[src/rtl/wcmp_pkg.sv]
package wcmp_pkg;

  // Register slots held by the bank
  typedef enum logic [1:0] {
    SLOT_LOW_BOUND  = 2'd0,
    SLOT_HIGH_BOUND = 2'd1,
    SLOT_PROBE      = 2'd2
  } slot_e;

  localparam int NUM_SLOTS = 3;

endpackage

[src/rtl/wcmp_regs.sv]
module wcmp_regs
  import wcmp_pkg::*;
#(
  parameter int DW = 16,
  parameter int AW = 3
) (
  input  logic          clk,
  input  logic          rst_n,
  input  logic          wr_en,
  input  logic [AW-1:0] bus_addr,
  input  logic [DW-1:0] wr_data,
  output logic [DW-1:0] bound_a,
  output logic [DW-1:0] bound_b,
  output logic [DW-1:0] probe_c
);

  localparam int STRIDE = DW / 8;

  logic [DW-1:0] slot_q [NUM_SLOTS];

  for (genvar i = 0; i < NUM_SLOTS; i++) begin : g_slot
    logic          hit;
    logic          load_en;
    logic [DW-1:0] slot_d;

    assign hit     = (bus_addr == AW'(i * STRIDE));
    assign load_en = wr_en && hit;

    always_comb begin
      slot_d = slot_q[i];
      if (load_en) slot_d = wr_data;
    end

    always_ff @(posedge clk or negedge rst_n) begin
      if (!rst_n) slot_q[i] <= '0;
      else        slot_q[i] <= slot_d;
    end
  end

  assign bound_a = slot_q[SLOT_LOW_BOUND];
  assign bound_b = slot_q[SLOT_HIGH_BOUND];
  assign probe_c = slot_q[SLOT_PROBE];

  // a strobed write to offset 0 lands in the first bound
  a_r7_load_first: assert property (@(posedge clk) disable iff (!rst_n)
    (wr_en && bus_addr == AW'(0)) |=> (bound_a == $past(wr_data)));

  // a strobed write to offset 4 lands in the test value
  a_r7_load_probe: assert property (@(posedge clk) disable iff (!rst_n)
    (wr_en && bus_addr == AW'(2 * STRIDE)) |=> (probe_c == $past(wr_data)));

  // no strobe, no change
  a_r8_idle_hold: assert property (@(posedge clk) disable iff (!rst_n)
    !wr_en |=> ($stable(bound_a) && $stable(bound_b) && $stable(probe_c)));

  // unmapped offsets leave every register alone
  a_r8_unmapped_hold: assert property (@(posedge clk) disable iff (!rst_n)
    (wr_en && bus_addr != AW'(0) && bus_addr != AW'(STRIDE) &&
     bus_addr != AW'(2 * STRIDE))
    |=> ($stable(bound_a) && $stable(bound_b) && $stable(probe_c)));

endmodule

[src/rtl/wcmp_classify.sv]
module wcmp_classify #(
  parameter int DW = 16
) (
  input  logic [DW-1:0] bound_a,
  input  logic [DW-1:0] bound_b,
  input  logic [DW-1:0] probe_c,
  output logic [DW-1:0] code
);

  localparam logic [DW-1:0] CODE_INSIDE = '0;
  localparam logic [DW-1:0] CODE_ABOVE  = {2'b01, {(DW-2){1'b0}}};
  localparam logic [DW-1:0] CODE_BELOW  = {2'b10, {(DW-2){1'b0}}};
  localparam logic [DW-1:0] SIGN_ONLY   = {1'b1, {(DW-1){1'b0}}};

  logic [DW-1:0] lo, hi;
  logic          a_neg, b_neg, c_neg;
  logic          both_zero, both_sign;
  logic          c_under, c_over;

  always_comb begin
    lo        = (bound_a < bound_b) ? bound_a : bound_b;
    hi        = (bound_a < bound_b) ? bound_b : bound_a;
    a_neg     = bound_a[DW-1];
    b_neg     = bound_b[DW-1];
    c_neg     = probe_c[DW-1];
    both_zero = (bound_a == '0) && (bound_b == '0);
    both_sign = (bound_a == SIGN_ONLY) && (bound_b == SIGN_ONLY);
    c_under   = probe_c < lo;
    c_over    = probe_c > hi;
  end

  always_comb begin
    code = CODE_INSIDE;
    if (both_zero) begin
      if (probe_c == '0) code = CODE_INSIDE;
      else if (!c_neg)   code = CODE_ABOVE;
      else               code = CODE_BELOW;
    end else if (both_sign) begin
      if (probe_c == SIGN_ONLY) code = CODE_INSIDE;
      else                      code = CODE_ABOVE;
    end else if (!a_neg && !b_neg) begin
      if (c_neg)        code = CODE_BELOW;
      else if (c_under) code = CODE_BELOW;
      else if (c_over)  code = CODE_ABOVE;
      else              code = CODE_INSIDE;
    end else if (a_neg && b_neg) begin
      if (!c_neg)       code = CODE_ABOVE;
      else if (c_under) code = CODE_BELOW;
      else if (c_over)  code = CODE_ABOVE;
      else              code = CODE_INSIDE;
    end else begin
      if (probe_c <= lo || probe_c >= hi) code = CODE_INSIDE;
      else if (!c_neg)                    code = CODE_ABOVE;
      else                                code = CODE_BELOW;
    end
  end

endmodule

[src/rtl/wcmp_top.sv]
module wcmp_top #(
  parameter int DW = 16,
  parameter int AW = 3
) (
  input  logic          clk,
  input  logic          rst_n,
  input  logic          wr_en,
  input  logic [AW-1:0] bus_addr,
  input  logic [DW-1:0] wr_data,
  output logic [DW-1:0] rd_data
);

  localparam logic [DW-1:0] SIGN_ONLY = {1'b1, {(DW-1){1'b0}}};
  localparam logic [DW-1:0] ABOVE_V   = {2'b01, {(DW-2){1'b0}}};
  localparam logic [DW-1:0] BELOW_V   = {2'b10, {(DW-2){1'b0}}};

  // Asynchronous assertion, synchronous release
  logic rst_meta_q, rst_sync_q;
  always_ff @(posedge clk or negedge rst_n) begin
    if (!rst_n) begin
      rst_meta_q <= 1'b0;
      rst_sync_q <= 1'b0;
    end else begin
      rst_meta_q <= 1'b1;
      rst_sync_q <= rst_meta_q;
    end
  end

  logic [DW-1:0] bound_a, bound_b, probe_c, code;

  wcmp_regs #(.DW(DW), .AW(AW)) u_regs (
    .clk      (clk),
    .rst_n    (rst_sync_q),
    .wr_en    (wr_en),
    .bus_addr (bus_addr),
    .wr_data  (wr_data),
    .bound_a  (bound_a),
    .bound_b  (bound_b),
    .probe_c  (probe_c)
  );

  wcmp_classify #(.DW(DW)) u_cls (
    .bound_a (bound_a),
    .bound_b (bound_b),
    .probe_c (probe_c),
    .code    (code)
  );

  assign rd_data = code;

  // only the three legal codes ever appear
  a_r1_legal_code: assert property (@(posedge clk) disable iff (!rst_sync_q)
    (rd_data == '0 || rd_data == ABOVE_V || rd_data == BELOW_V));

  // zero bounds and zero probe read as inside
  a_r2_zero_window: assert property (@(posedge clk) disable iff (!rst_sync_q)
    (bound_a == '0 && bound_b == '0 && probe_c == '0) |-> (rd_data == '0));

  // sign-only bounds put every other probe above
  a_r3_sign_window: assert property (@(posedge clk) disable iff (!rst_sync_q)
    (bound_a == SIGN_ONLY && bound_b == SIGN_ONLY && probe_c != SIGN_ONLY)
    |-> (rd_data == ABOVE_V));

  // non-negative bounds, not both zero, negative probe reads below
  a_r4_neg_probe: assert property (@(posedge clk) disable iff (!rst_sync_q)
    (!bound_a[DW-1] && !bound_b[DW-1] && (bound_a != '0 || bound_b != '0) &&
     probe_c[DW-1]) |-> (rd_data == BELOW_V));

  // negative bounds, not both sign-only, non-negative probe reads above
  a_r5_pos_probe: assert property (@(posedge clk) disable iff (!rst_sync_q)
    (bound_a[DW-1] && bound_b[DW-1] &&
     (bound_a != SIGN_ONLY || bound_b != SIGN_ONLY) && !probe_c[DW-1])
    |-> (rd_data == ABOVE_V));

  // mixed-sign bounds, probe equal to a bound reads inside
  a_r6_edge_inside: assert property (@(posedge clk) disable iff (!rst_sync_q)
    ((bound_a[DW-1] != bound_b[DW-1]) &&
     (probe_c == bound_a || probe_c == bound_b)) |-> (rd_data == '0));

endmodule

[config.mk]
export PLATFORM = sky130hd
export DESIGN_NAME = wcmp_top
export DESIGN_NICKNAME = d
export VERILOG_FILES = /design/src/rtl/wcmp_pkg.sv /design/src/rtl/wcmp_regs.sv /design/src/rtl/wcmp_classify.sv /design/src/rtl/wcmp_top.sv
export SDC_FILE = /design/constraint.sdc
export NUM_CORES = 1
export LEC_CHECK = 0
export ABC_AREA = 1
export ABC_CLOCK_PERIOD_IN_PS = 3120
export BUFFER_PORTS_ARGS = -buffer_cell sky130_fd_sc_hd__clkbuf_2
export CORE_MARGIN = 4
export CORE_UTILIZATION = 35
export CTS_CLUSTER_SIZE = 16
export DETAILED_ROUTE_END_ITERATION = 12
export GPL_TIMING_DRIVEN = 0
export PLACE_DENSITY = 0.56
export SYNTH_ARGS = -nofsm -noshare
export SYNTH_HDL_FRONTEND = slang
export SYNTH_SLANG_ARGS = --single-unit
[constraint.sdc]
create_clock -name clk -period 3.12 [get_ports clk]
set_input_delay 0.624 -clock clk [delete_from_list [all_inputs] [get_ports clk]]
set_output_delay 0.624 -clock clk [all_outputs]
set_load 0.02 [all_outputs]
# --- Yosys cells after proc, flatten, opt, wreduce, memory -nomap -nowiden ---
# Index checks and enable logic that the tools add are counted.
op_classes:
  order_cmp: 5
  n_eq_ne: 5
  mux: 14
  reduce_logical: 14
op_table:
  columns: ["operator", "count"]
  rows:
  - ["$mux W16", 12]
  - ["$eq A16 B16 Y1 const B", 3]
  - ["$logic_not A16 Y1", 3]
  - ["$lt A16 B16 Y1", 2]
  - ["$mux W15", 2]
  - ["$ge A16 B16 Y1", 1]
  - ["$gt A16 B16 Y1", 1]
  - ["$le A16 B16 Y1", 1]
  - ["$logic_and A1 B1 Y1", 7]
  - ["$eq A3 B2 Y1 const B", 1]
  - ["$eq A3 B3 Y1 const B", 1]
  - ["$logic_not A3 Y1", 1]
  - ["$logic_not A1 Y1", 2]
  - ["$logic_or A1 B1 Y1", 1]
totals:
  reg_bits: 50
  input_bits: 22

# --- Longest topological paths before layout ---
# Gate-level depths: netlist of run 1.
logic_depth:
  word_depth: 10
  mapped_depth: 29
  depth_no_buf: 28

# --- Cells and area by module ---
# A second synthesis of run 1 with hierarchy kept.
unflattened:
  cells_unflattened: 548
  hier_area_um2: 4060.1
by_module_without_submodules:
  columns: ["module", "instances", "cells_per_inst", "area_each_um2", "seq_area_each_um2"]
  rows:
  - ["wcmp_classify", 1, 332, 2064.5, 0.0]
  - ["wcmp_regs", 1, 213, 1941.9, 1201.2]
  - ["wcmp_top", 1, 3, 53.8, 50.0]

# --- Least setup slack after synthesis of run 1 ---
# No wires, ideal clock.
synth_timing:
  path_type: "reg-to-output"
  start: "reg u_regs.slot_q, in the netlist u_regs.bound_a[15]"
  end: "out rd_data[14]"
  arrival_ps: 2868
  required_ps: 2496
  slack_ps: -372
  stages_incl_launch_ff: 26
  path_buffers: 1
  cell_sequence: "dfrtp_1 > inv_1 > ha_1 > inv_1 > a21oi_1 > o31ai_1 > a21oi_1 > nand2_4 > buf_6 > nand2_1 > o21ai_1 > ha_1 > nand2_1 > nor2_2 > nand2_1 > nor3_2 > nand2_1 > nand2_1 > nand3_2 > nand2_1 > nand2_1 > nand2_1 > nand2_1 > nand2_1 > nand2_1 > nand2_1"
synth_via:
  elab_chain_cells: 10
  elab_cells_between_ends: 24
  classes_between: "order compare: 5; eq/ne: 1; mux: 11; reduce/logical: 7"
synth_rtl:
  columns: ["element", "line", "text"]
  rows:
  - ["from (decl)", "wcmp_regs.sv:19", "logic [DW-1:0] slot_q [NUM_SLOTS];"]
  - ["from (signal, indexed assignment)", "wcmp_regs.sv:36", "else slot_q[i] <= slot_d;"]
  - ["$lt A16 B16 Y1", "wcmp_classify.sv:21, wcmp_classify.sv:22", null]
  - ["$mux W16", "wcmp_classify.sv:22", "hi = (bound_a < bound_b) ? bound_b : bound_a;"]
  - ["$gt A16 B16 Y1", "wcmp_classify.sv:29", "c_over = probe_c > hi;"]
  - ["$mux W15", "wcmp_classify.sv:44, wcmp_classify.sv:49", null]
  - ["$mux W16", "wcmp_classify.sv:43, wcmp_classify.sv:48", null]
  - ["$mux W16", "wcmp_classify.sv:47", "if (!c_neg) code = CODE_ABOVE;"]
  - ["$mux W16", "wcmp_classify.sv:46", "end else if (a_neg && b_neg) begin"]
  - ["$mux W16", "wcmp_classify.sv:41", "end else if (!a_neg && !b_neg) begin"]
  - ["$mux W16", "wcmp_classify.sv:38", "end else if (both_sign) begin"]
  - ["$mux W16 (*)", "wcmp_classify.sv:34", "if (both_zero) begin"]
  - ["to (decl)", "wcmp_top.sv:10", "output logic [DW-1:0] rd_data"]
# Every way passes the cells marked *; elsewhere a longest branch is shown, timed or not.

# --- Worst setup path after layout of run 1 ---
layout_timing:
  start: "reg u_regs.slot_q, in the netlist u_regs.bound_b[12]"
  end: "out rd_data[14]"
# Same word-level chain as after synthesis.

==> results.cfg, run 1 <==
[worst_setup_path]
worstReg2RegEnd = u_regs.bound_a[1]
crit_required_ns = 2.50
reg2reg_from = u_regs.bound_a[1]
r2r_cells = 3
cp-end-kind = output pin
criticalPathCategory = register to output pin
rrSetupSlack_ns = 2.25
cp-start-kind = register
arrival_ns = 3.50
cp_max_fo = 10

[clocking]
numCtsBuffers = 5
clk_pin_slew_ns = 0.08
ctsHoldBuffers = 0
cts_max_level = 2
clock_path_buffers = 2
cts_tree = yes
clock-sinks = 50
root_buffer = clkbuf_8
clock_latency_ns = 0.30

[placement]
dp_hpwl_um = 7809
post-place-ws_ns = -0.8459
dp_cells = 679
placed_cell_area_sq_mm = 0.004234
io_buffers = 23
place_congestion = 0.8890

[timing]
rsz0062_at_grt = yes
relSlewSlack_pct = 62.45
holdWs_ns = 0.09533
finalHoldViolCount = 0
slew_viol_final = 0
skew_ns = 0.005169
fmax_mhz = 242.2
tightest_slew_ns = 0.5632
setup_viol = 2
fin_crit_ns = 4.128
setup_ws_ns = -1.008
period_share_pct = 132.3

[outcome]
violations = setup timing
status = complete, but fails checks

[logic_synthesis]
ys_types = 31
async_flop_share_pct = 100.0
synth-seq-area-share_pct = 32.67
synth_commonest_cells = 126 x nand2_1, 63 x inv_1, 52 x o21ai_0
synth_edf_count = 0
synth_flop_cell = dfrtp_1
synth_top_area_cell = dfrtp_1
yosysMostFrequentCell = nand2_1
yosysWarnings = 0
synth.avg_cell_area_sq_um = 7.569
synth.area.top_cells = dfrtp_1 33%, ha_1 16%, nand2_1 12%, o21ai_0 6.8%, inv_1 6.2%
yosys.area.top_type_share_pct = 32.67
syn-instance-count = 506
ys_ff_latch = 50
syn_area_sq_mm = 0.003830

[global_route]
grt_pass1_wl_um = 16910
grt_use_total_pct = 16.33
grt.overflow.total = 0
antenna_found_initial = 0
grt_max_degree = 34
grt_pass1_vias = 3388

[drt]
firstDrtPassIters = 4
drc_errors = 0
avgRoutedWirePerCell_um = 14.47
wl_um = 10450
drt_iter0_markers = 179
vias = 3596
vias_per_cell = 4.981
ant_nets = 0

[final_layout]
fin_area_sq_mm = 0.004905
n_antenna_cell = 0
area_delta_synth_final_pct = 28.06
final_nets = 656
fillers = 1018
stdcell_count = 722
layout-drive-gt1-share_pct = 30.20

[floorplan]
core_sq_mm = 0.01051
die_h_um = 112.6
row_count = 37
die_area_sq_mm = 0.01268
die_w_um = 112.6
start_util_pct = 36.44
io_pins = 38

[power_and_ir_drop]
switching_share_pct = 44.61
p_leak_nw = 2.451
peakVddDrop_uv = 399.4
p_seq_share_pct = 25.8
internal_power_mw = 2.017
pwr-share-clk_pct = 12.1
p_per_area_mw_per_mm2 = 742.5
p_comb_share_pct = 62.1
p_sw_mw = 1.625
finalPower_mw = 3.642

[flow_run]
cap_violations = 0

[min_path]
hp-class = primary input to asynchronous set/reset pin
## critical path, stage by stage (launching register included)
cell and delay [ns]:
dfrtp_1 0.41, inv_2 0.09, ha_4 0.27, nand2_2 0.06, nor3_4 0.28, o211ai_4 0.16
buf_12 0.16, nand2_8 0.09, buf_8 0.15, o21ai_2 0.07, ha_1 0.31, inv_1 0.10
nor2_4 0.04, buf_4 0.12, nand3b_1 0.07, nor2_1 0.04, nor2_1 0.09, nand3_1 0.10
nor2_2 0.13, nand3_1 0.09, nand2_1 0.06, nand2_1 0.05, nand2_1 0.05, nand2_1 0.06
nand2_2 0.07, buf_8 0.11
## final cells by class
| type | instances | area (sq um) | share of cell area, % |
|---|---|---|---|
| Buffer | 29 | 217.7 | 4.439 |
| Clock inverter | 1 | 30.03 | 0.6122 |
| Sequential cell | 50 | 1262 | 25.74 |
| Tap cell | 136 | 170.2 | 3.469 |
| Timing Repair Buffer | 58 | 454.2 | 9.260 |
| Multi-Input combinational cell | 377 | 2454 | 50.03 |
| Inverter | 64 | 240.2 | 4.898 |
| Clock buffer | 7 | 76.32 | 1.556 |
## stage by stage
stage,setup TNS [ns],utilization (%)
after global routing,-2.450,46.67
after detailed placement,-1.624,40.29
final,-2.010,46.67
after global placement,-1.498,40.09
after floorplan,-0.5083,-
after CTS,-1.862,42.95
## repair_timing
action	4_1_cts	5_1_grt
gates resized for setup	27	37
pin swaps	4	20
buffers inserted	10	22
cloned	1	2
setup endpoints to repair	2	2
## how the worst max path moves through the flow
stage                                   from          end  slack, ns  cells past startpoint
final                     u_regs.bound_b[12]  rd_data[14]      -1.01                     25
after global routing       u_regs.bound_b[9]  rd_data[14]      -1.25                     25
after CTS                 u_regs.bound_a[14]  rd_data[14]      -0.96                     23
after detailed placement   u_regs.bound_b[1]  rd_data[14]      -0.85                     25
after global placement     u_regs.bound_b[1]  rd_data[14]      -0.79                     24
after floorplan           u_regs.bound_a[15]  rd_data[14]      -0.29                     22
## cell usage in the layout (no fill, tap or decap), drive strengths merged, types with 2 or more instances in the layout
cell type,n
o31ai,2
nand2,128
dfrtp,50
a21oi,33
nor2,36
nand3,12
o21ai,75
nor4,5
nand4,9
buf,54
a21o,2
conb,15
nand3b,2
inv,64
clkbuf,40
nor3,4
ha,49
## sequential cells by signal (all words and copies together), names as in the netlist
name and cells:
u_regs.probe_c 16, rst_sync_q 1, u_regs.bound_b 16, rst_meta_q 1, u_regs.bound_a 16
## kinds of logic after synthesis
group	synth area share [%]
and+or+nand+nor	21.76
AOI/OAI and AO/OA	17.80
buffers and inverters	11.56
DFF	32.67
adders and majority gates	16.01
other	0.1961
## power by group through the flow
stage	Combinational [mW]	Clock, mW	Sequential [mW]
floorplan	1.39	0	0.892
global route	2.56	0.483	0.955
global placement	1.69	0	0.958
detailed placement	1.74	0	0.954
CTS	1.92	0.458	0.932
finish	2.26	0.442	0.939
## layer usage
| metal | routed length [um] | GRT usage [%] | vias up |
|---|---|---|---|
| met1 | 4992 | 23.41 | 1680 |
| met5 | 0 | 0 | - |
| met3 | 406 | 1.563 | 24 |
| li1 | - | - | 1805 |
| met4 | 302 | 4.647 | 0 |
| met2 | 4749 | 26.18 | 87 |
Note: power is estimated with default switching activity, not from simulation.
==> run 2: changes to the inputs <==
- CORE_MARGIN: 4 -> unset
- PLACE_DENSITY: 0.56 -> 0.51
==> run 2 against run 1 <==
The flow still finishes with violations (setup timing). Flip-flop and latch count did not move. Global-route usage rose by 3.4 points. Via count fell by 3.0%. Sequential power barely moved. Register-to-register slack got worse by 0.03 ns. Cell area fell by 3.0%. Combinational power fell by 6%. Clock power rose by 25%. Non-clock buffer count fell by 7. Die area fell by 10%. Count of clock-buffer cells in the layout fell by 1. Fmax rose by 0.20%. Critical path type unchanged.
==> results.cfg, run 2 (synthesis gave the netlist of run 1 again) <==
[outcome]
status = complete, but fails checks
violations = setup timing

[power_and_ir_drop]
p_comb_share_pct = 58.9
p_sw_mw = 1.587
switching_share_pct = 43.82
p_leak_nw = 2.415
internal_power_mw = 2.034
p_per_area_mw_per_mm2 = 760.7
p_seq_share_pct = 25.9
pwr-share-clk_pct = 15.2
peakVddDrop_uv = 320.9

[placement]
io_buffers = 23
place_congestion = 0.8483
placed_cell_area_sq_mm = 0.004242
dp_hpwl_um = 7981

[clocking]
clk_pin_slew_ns = 0.09
ctsHoldBuffers = 0
clock_latency_ns = 0.30
cts_max_level = 2
root_buffer = clkbuf_8
clock_path_buffers = 2
numCtsBuffers = 5
clock-sinks = 50
cts_tree = yes

[worst_setup_path]
crit_required_ns = 2.50
arrival_ns = 3.50
cp-end-kind = output pin
slowest_delay_ns = 0.41
cp-start-kind = register
slowest_stage = dfrtp_1
criticalPathCategory = register to output pin
reg2reg_from = u_regs.bound_b[1]
crit_family = simple AND/OR/NAND/NOR gates
worstPathBufferInverterCount = 4
rrSetupSlack_ns = 2.22
crit_chain = inv_2, ha_1, a21oi_2, o21ai_1, o211ai_2, nand2_4, buf_8, nor2_4, a21oi_2, ha_1, nand2_1, nor2_1, and2_1, nand2_2, nand3_1, nor2_2, buf_4, o21ai_1, nand2_1, nand3_1, nand2_2, clkbuf_8
cp_max_fo = 10
crit_start = u_regs.bound_b[5]

[final_layout]
n_antenna_cell = 0
final_nets = 649
area_delta_synth_final_pct = 24.27
fin_area_sq_mm = 0.004760
fillers = 1072
layout-drive-gt1-share_pct = 28.32
postLayoutCoreUtil_pct = 45.49
final_common_cell = nand2_1
layout_common_cells = 115 x nand2_1, 50 x inv_1, 48 x o21ai_0, 44 x ha_1

[drt]
drc_errors = 0
vias = 3487
firstDrtPassIters = 5
vias_per_cell = 4.877
avgRoutedWirePerCell_um = 14.59
wl_um = 10440
drt_iter0_markers = 194
ant_nets = 0

[timing]
tightest_slew_ns = 0.6074
rsz0062_at_grt = yes
holdWs_ns = 0.08752
tns_ns = -1.972
fmax_mhz = 242.7
setup_viol = 2
slew_viol_final = 0
fin_crit_ns = 4.120
setup_ws_ns = -0.9998
finalHoldViolCount = 0
period_share_pct = 132.0
skew_ns = 0.002830
relSlewSlack_pct = 59.51

[global_route]
met1_usage_pct = 28.19
antenna_found_initial = 0
grt.overflow.total = 0
grt_pass1_vias = 3423
gr-usage-met2_pct = 31.52
use_met3_pct = 1.884
grt_pass1_wl_um = 17280
grt_use_total_pct = 19.78
grt_max_degree = 26
grt.busiest_layer = met2

[floorplan]
row_count = 37
start_util_pct = 36.61
die_w_um = 106.6
die_area_sq_mm = 0.01136
core_sq_mm = 0.01046
io_pins = 38
die_h_um = 106.6

[flow_run]
cap_violations = 0

[min_path]
hp-class = primary input to asynchronous set/reset pin
## run 2: cell count changes in the layout (fill, tap and decap cells not counted), moves of 2 or more
| cell | change |
|---|---|
| clkbuf_1 | -2 |
| ha_1 | +4 |
| clkbuf_16 | -2 |
| a21oi_1 | +2 |
| nand2_2 | +3 |
| o21ai_2 | -2 |
| buf_4 | -4 |
| buf_12 | -2 |
| o21ai_1 | +2 |
| nand2_1 | -2 |
| ha_4 | -4 |
| clkbuf_8 | +3 |
## run 2: metal layers
metal	vias up	share of wire [%]	wire (um)
li1	1776	-	-
met1	1624	50	5202
met2	72	44	4643
met3	15	3.5	367
met4	0	2.1	222
met5	-	0	0
## run 2: timing repair
action | 4_1_cts | 5_1_grt
setup endpoints to repair | 2 | 2
gates resized for setup | 36 | 18
cloned | 2 | 0
endpoints found under the hold margin | 0 | 0
buffers inserted | 19 | 7
pin swaps | 13 | 4
## run 2: metrics by stage
stage | total power, mW | instances | worst slack [ns]
floorplan | 2.280 | 519 | -0.2853
global placement | 2.663 | 678 | -0.8004
detailed placement | 2.718 | 679 | -0.8178
CTS | 3.514 | 708 | -0.9910
global route | 3.955 | 715 | -1.248
finish | 3.621 | 715 | -0.9998
## run 2: worst paths after layout
kind / depth (start not counted) / endpoint
min: 1 / rst_sync_q
max reg2reg: 3 / u_regs.bound_b[1]
min reg2reg: 0 / u_regs.bound_b[8]
min in group clk: 0 / rst_sync_q
max in group asynchronous: 1 / u_regs.bound_a[5]
max: 22 / rd_data[15]
## run 2: power by group through the flow
stage | clock (mW) | combinational (mW) | sequential, mW
2_1_floorplan | 0 | 1.39 | 0.892
3_3_place_gp | 0 | 1.70 | 0.962
3_5_place_dp | 0 | 1.76 | 0.961
4_1_cts | 0.567 | 2.02 | 0.929
5_1_grt | 0.593 | 2.41 | 0.955
6_report | 0.551 | 2.13 | 0.937
## run 2: area by class of cell
class,count,area [sq um],area share (%)
clock buffers,6,82.58,1.735
repair buffers,51,366.6,7.702
plain buffers,29,217.7,4.574
flip-flops and latches,50,1264,26.55
clock inverters,2,60.06,1.262
inverters,64,240.2,5.047
multi-input cells,377,2359,49.55
well taps,136,170.2,3.575
==> run 3: changes to the inputs <==
- HOLD_SLACK_MARGIN: unset -> 0.12
==> run 3 against run 2 <==
The run still ends with setup timing left. Largest cell class unchanged. Global-route usage did not move. Highest routed layer unchanged. Sequential power about the same. Flip-flop and latch count unchanged. Sequential share of layout area is 0.056 points lower. Clock power hardly changed. Die area did not move. Worst hold slack improved by 0.19 ns.
==> results.cfg, run 3 (synthesis gave the netlist of run 1 again) <==
[outcome]
status = complete, but fails checks
violations = setup timing

[final_layout]
layout_common_cells = 115 x nand2_1, 50 x inv_1, 48 x o21ai_0, 44 x ha_1
n_antenna_cell = 0
final_nets = 650
fin_area_sq_mm = 0.004770
fillers = 1073
area_delta_synth_final_pct = 24.53
layout-drive-gt1-share_pct = 28.28
postLayoutCoreUtil_pct = 45.59
final_common_cell = nand2_1

[global_route]
grt_pass1_vias = 3423
grt_use_total_pct = 19.78
grt_pass1_wl_um = 17280
antenna_found_initial = 0
grt_max_degree = 26
grt.overflow.total = 0

[placement]
io_buffers = 23
dp_hpwl_um = 7981
placed_cell_area_sq_mm = 0.004242
place_congestion = 0.8483
post-place-ws_ns = -0.8178

[floorplan]
die_h_um = 106.6
io_pins = 38
core_sq_mm = 0.01046
start_util_pct = 36.61
row_count = 37
die_w_um = 106.6
die_area_sq_mm = 0.01136

[worst_setup_path]
arrival_ns = 3.49
slowest_stage = dfrtp_1
rrSetupSlack_ns = 2.22
crit_chain = inv_2, ha_1, a21oi_2, o21ai_1, o211ai_2, nand2_4, buf_8, nor2_4, a21oi_2, ha_1, nand2_1, nor2_1, and2_1, nand2_2, nand3_1, nor2_2, buf_4, o21ai_1, nand2_1, nand3_1, nand2_2, clkbuf_8
cp-end-kind = output pin
r2r_cells = 3
cp_max_fo = 10
crit_required_ns = 2.50
reg2reg_from = u_regs.bound_b[1]
slowest_delay_ns = 0.39
criticalPathCategory = register to output pin
cp-start-kind = register
worstReg2RegEnd = u_regs.bound_b[1]
crit_family = simple AND/OR/NAND/NOR gates
worstPathBufferInverterCount = 4

[drt]
drt_iter0_markers = 193
drc_errors = 0
firstDrtPassIters = 4
vias = 3500
ant_nets = 0
vias_per_cell = 4.888
wl_um = 10430
avgRoutedWirePerCell_um = 14.57

[timing]
rsz0062_at_grt = yes
skew_ns = 0.003148
holdWs_ns = 0.2737
relSlewSlack_pct = 60.56
tightest_slew_ns = 0.5916
fmax_mhz = 243.0
tns_ns = -1.966
fin_crit_ns = 4.116
finalHoldViolCount = 0
setup_viol = 2
period_share_pct = 131.9
setup_ws_ns = -0.9959
slew_viol_final = 0

[power_and_ir_drop]
peakVddDrop_uv = 319.7
p_per_area_mw_per_mm2 = 758.9
p_leak_nw = 2.419

[flow_run]
cap_violations = 0

[clocking]
root_buffer = clkbuf_8
numCtsBuffers = 5
clock-sinks = 50
clk_pin_slew_ns = 0.09
cts_max_level = 2
clock_latency_ns = 0.30
clock_path_buffers = 2
cts_tree = yes

[min_path]
hp-class = register to asynchronous set/reset pin
[run 3: final cells by class]
cell class / instances / area [sq um] / area share [%]
clock buffer: 6 / 82.58 / 1.731
clock inverter: 2 / 60.06 / 1.259
tap: 136 / 170.2 / 3.568
sequential: 50 / 1264 / 26.50
buffer: 29 / 217.7 / 4.565
multi-input combinational: 377 / 2359 / 49.45
inverter: 64 / 240.2 / 5.037
timing repair buffer: 52 / 376.6 / 7.896
[run 3: worst max-delay path by stage]
stage	cells after the start	to	startpoint
2_1_floorplan	22	rd_data[14]	u_regs.bound_a[15]
3_3_place_gp	25	rd_data[14]	u_regs.bound_b[1]
3_5_place_dp	23	rd_data[14]	u_regs.bound_b[14]
4_1_cts	27	rd_data[14]	u_regs.bound_b[1]
5_1_grt	25	rd_data[14]	u_regs.bound_b[5]
6_report	22	rd_data[15]	u_regs.bound_b[5]
[run 3: through the flow]
stage | power, mW | std cells
final | 3.620 | 716
after global routing | 3.956 | 716
after CTS | 3.515 | 709
after detailed placement | 2.718 | 679
after global placement | 2.663 | 678
after floorplan | 2.280 | 519
[run 3: timing repair]
action,4_1_cts,5_1_grt
resized for setup,36,18
endpoints found under the hold margin,2,0
pin swaps,13,4
gates cloned,2,0
setup buffers,19,7
endpoints found under the setup margin,2,2
hold buffers,1,0
[run 3: power by group]
group	internal [mW]	switching, mW
Sequential	0.769	0.168
Combinational	0.924	1.21
Clock	0.342	0.208
Total	2.04	1.58
[run 3: routing by layer]
layer  wire [um]  track usage, %
met5           0               0
met4         263           6.262
met3         355           1.884
met2        4610           31.52
met1        5200           28.19
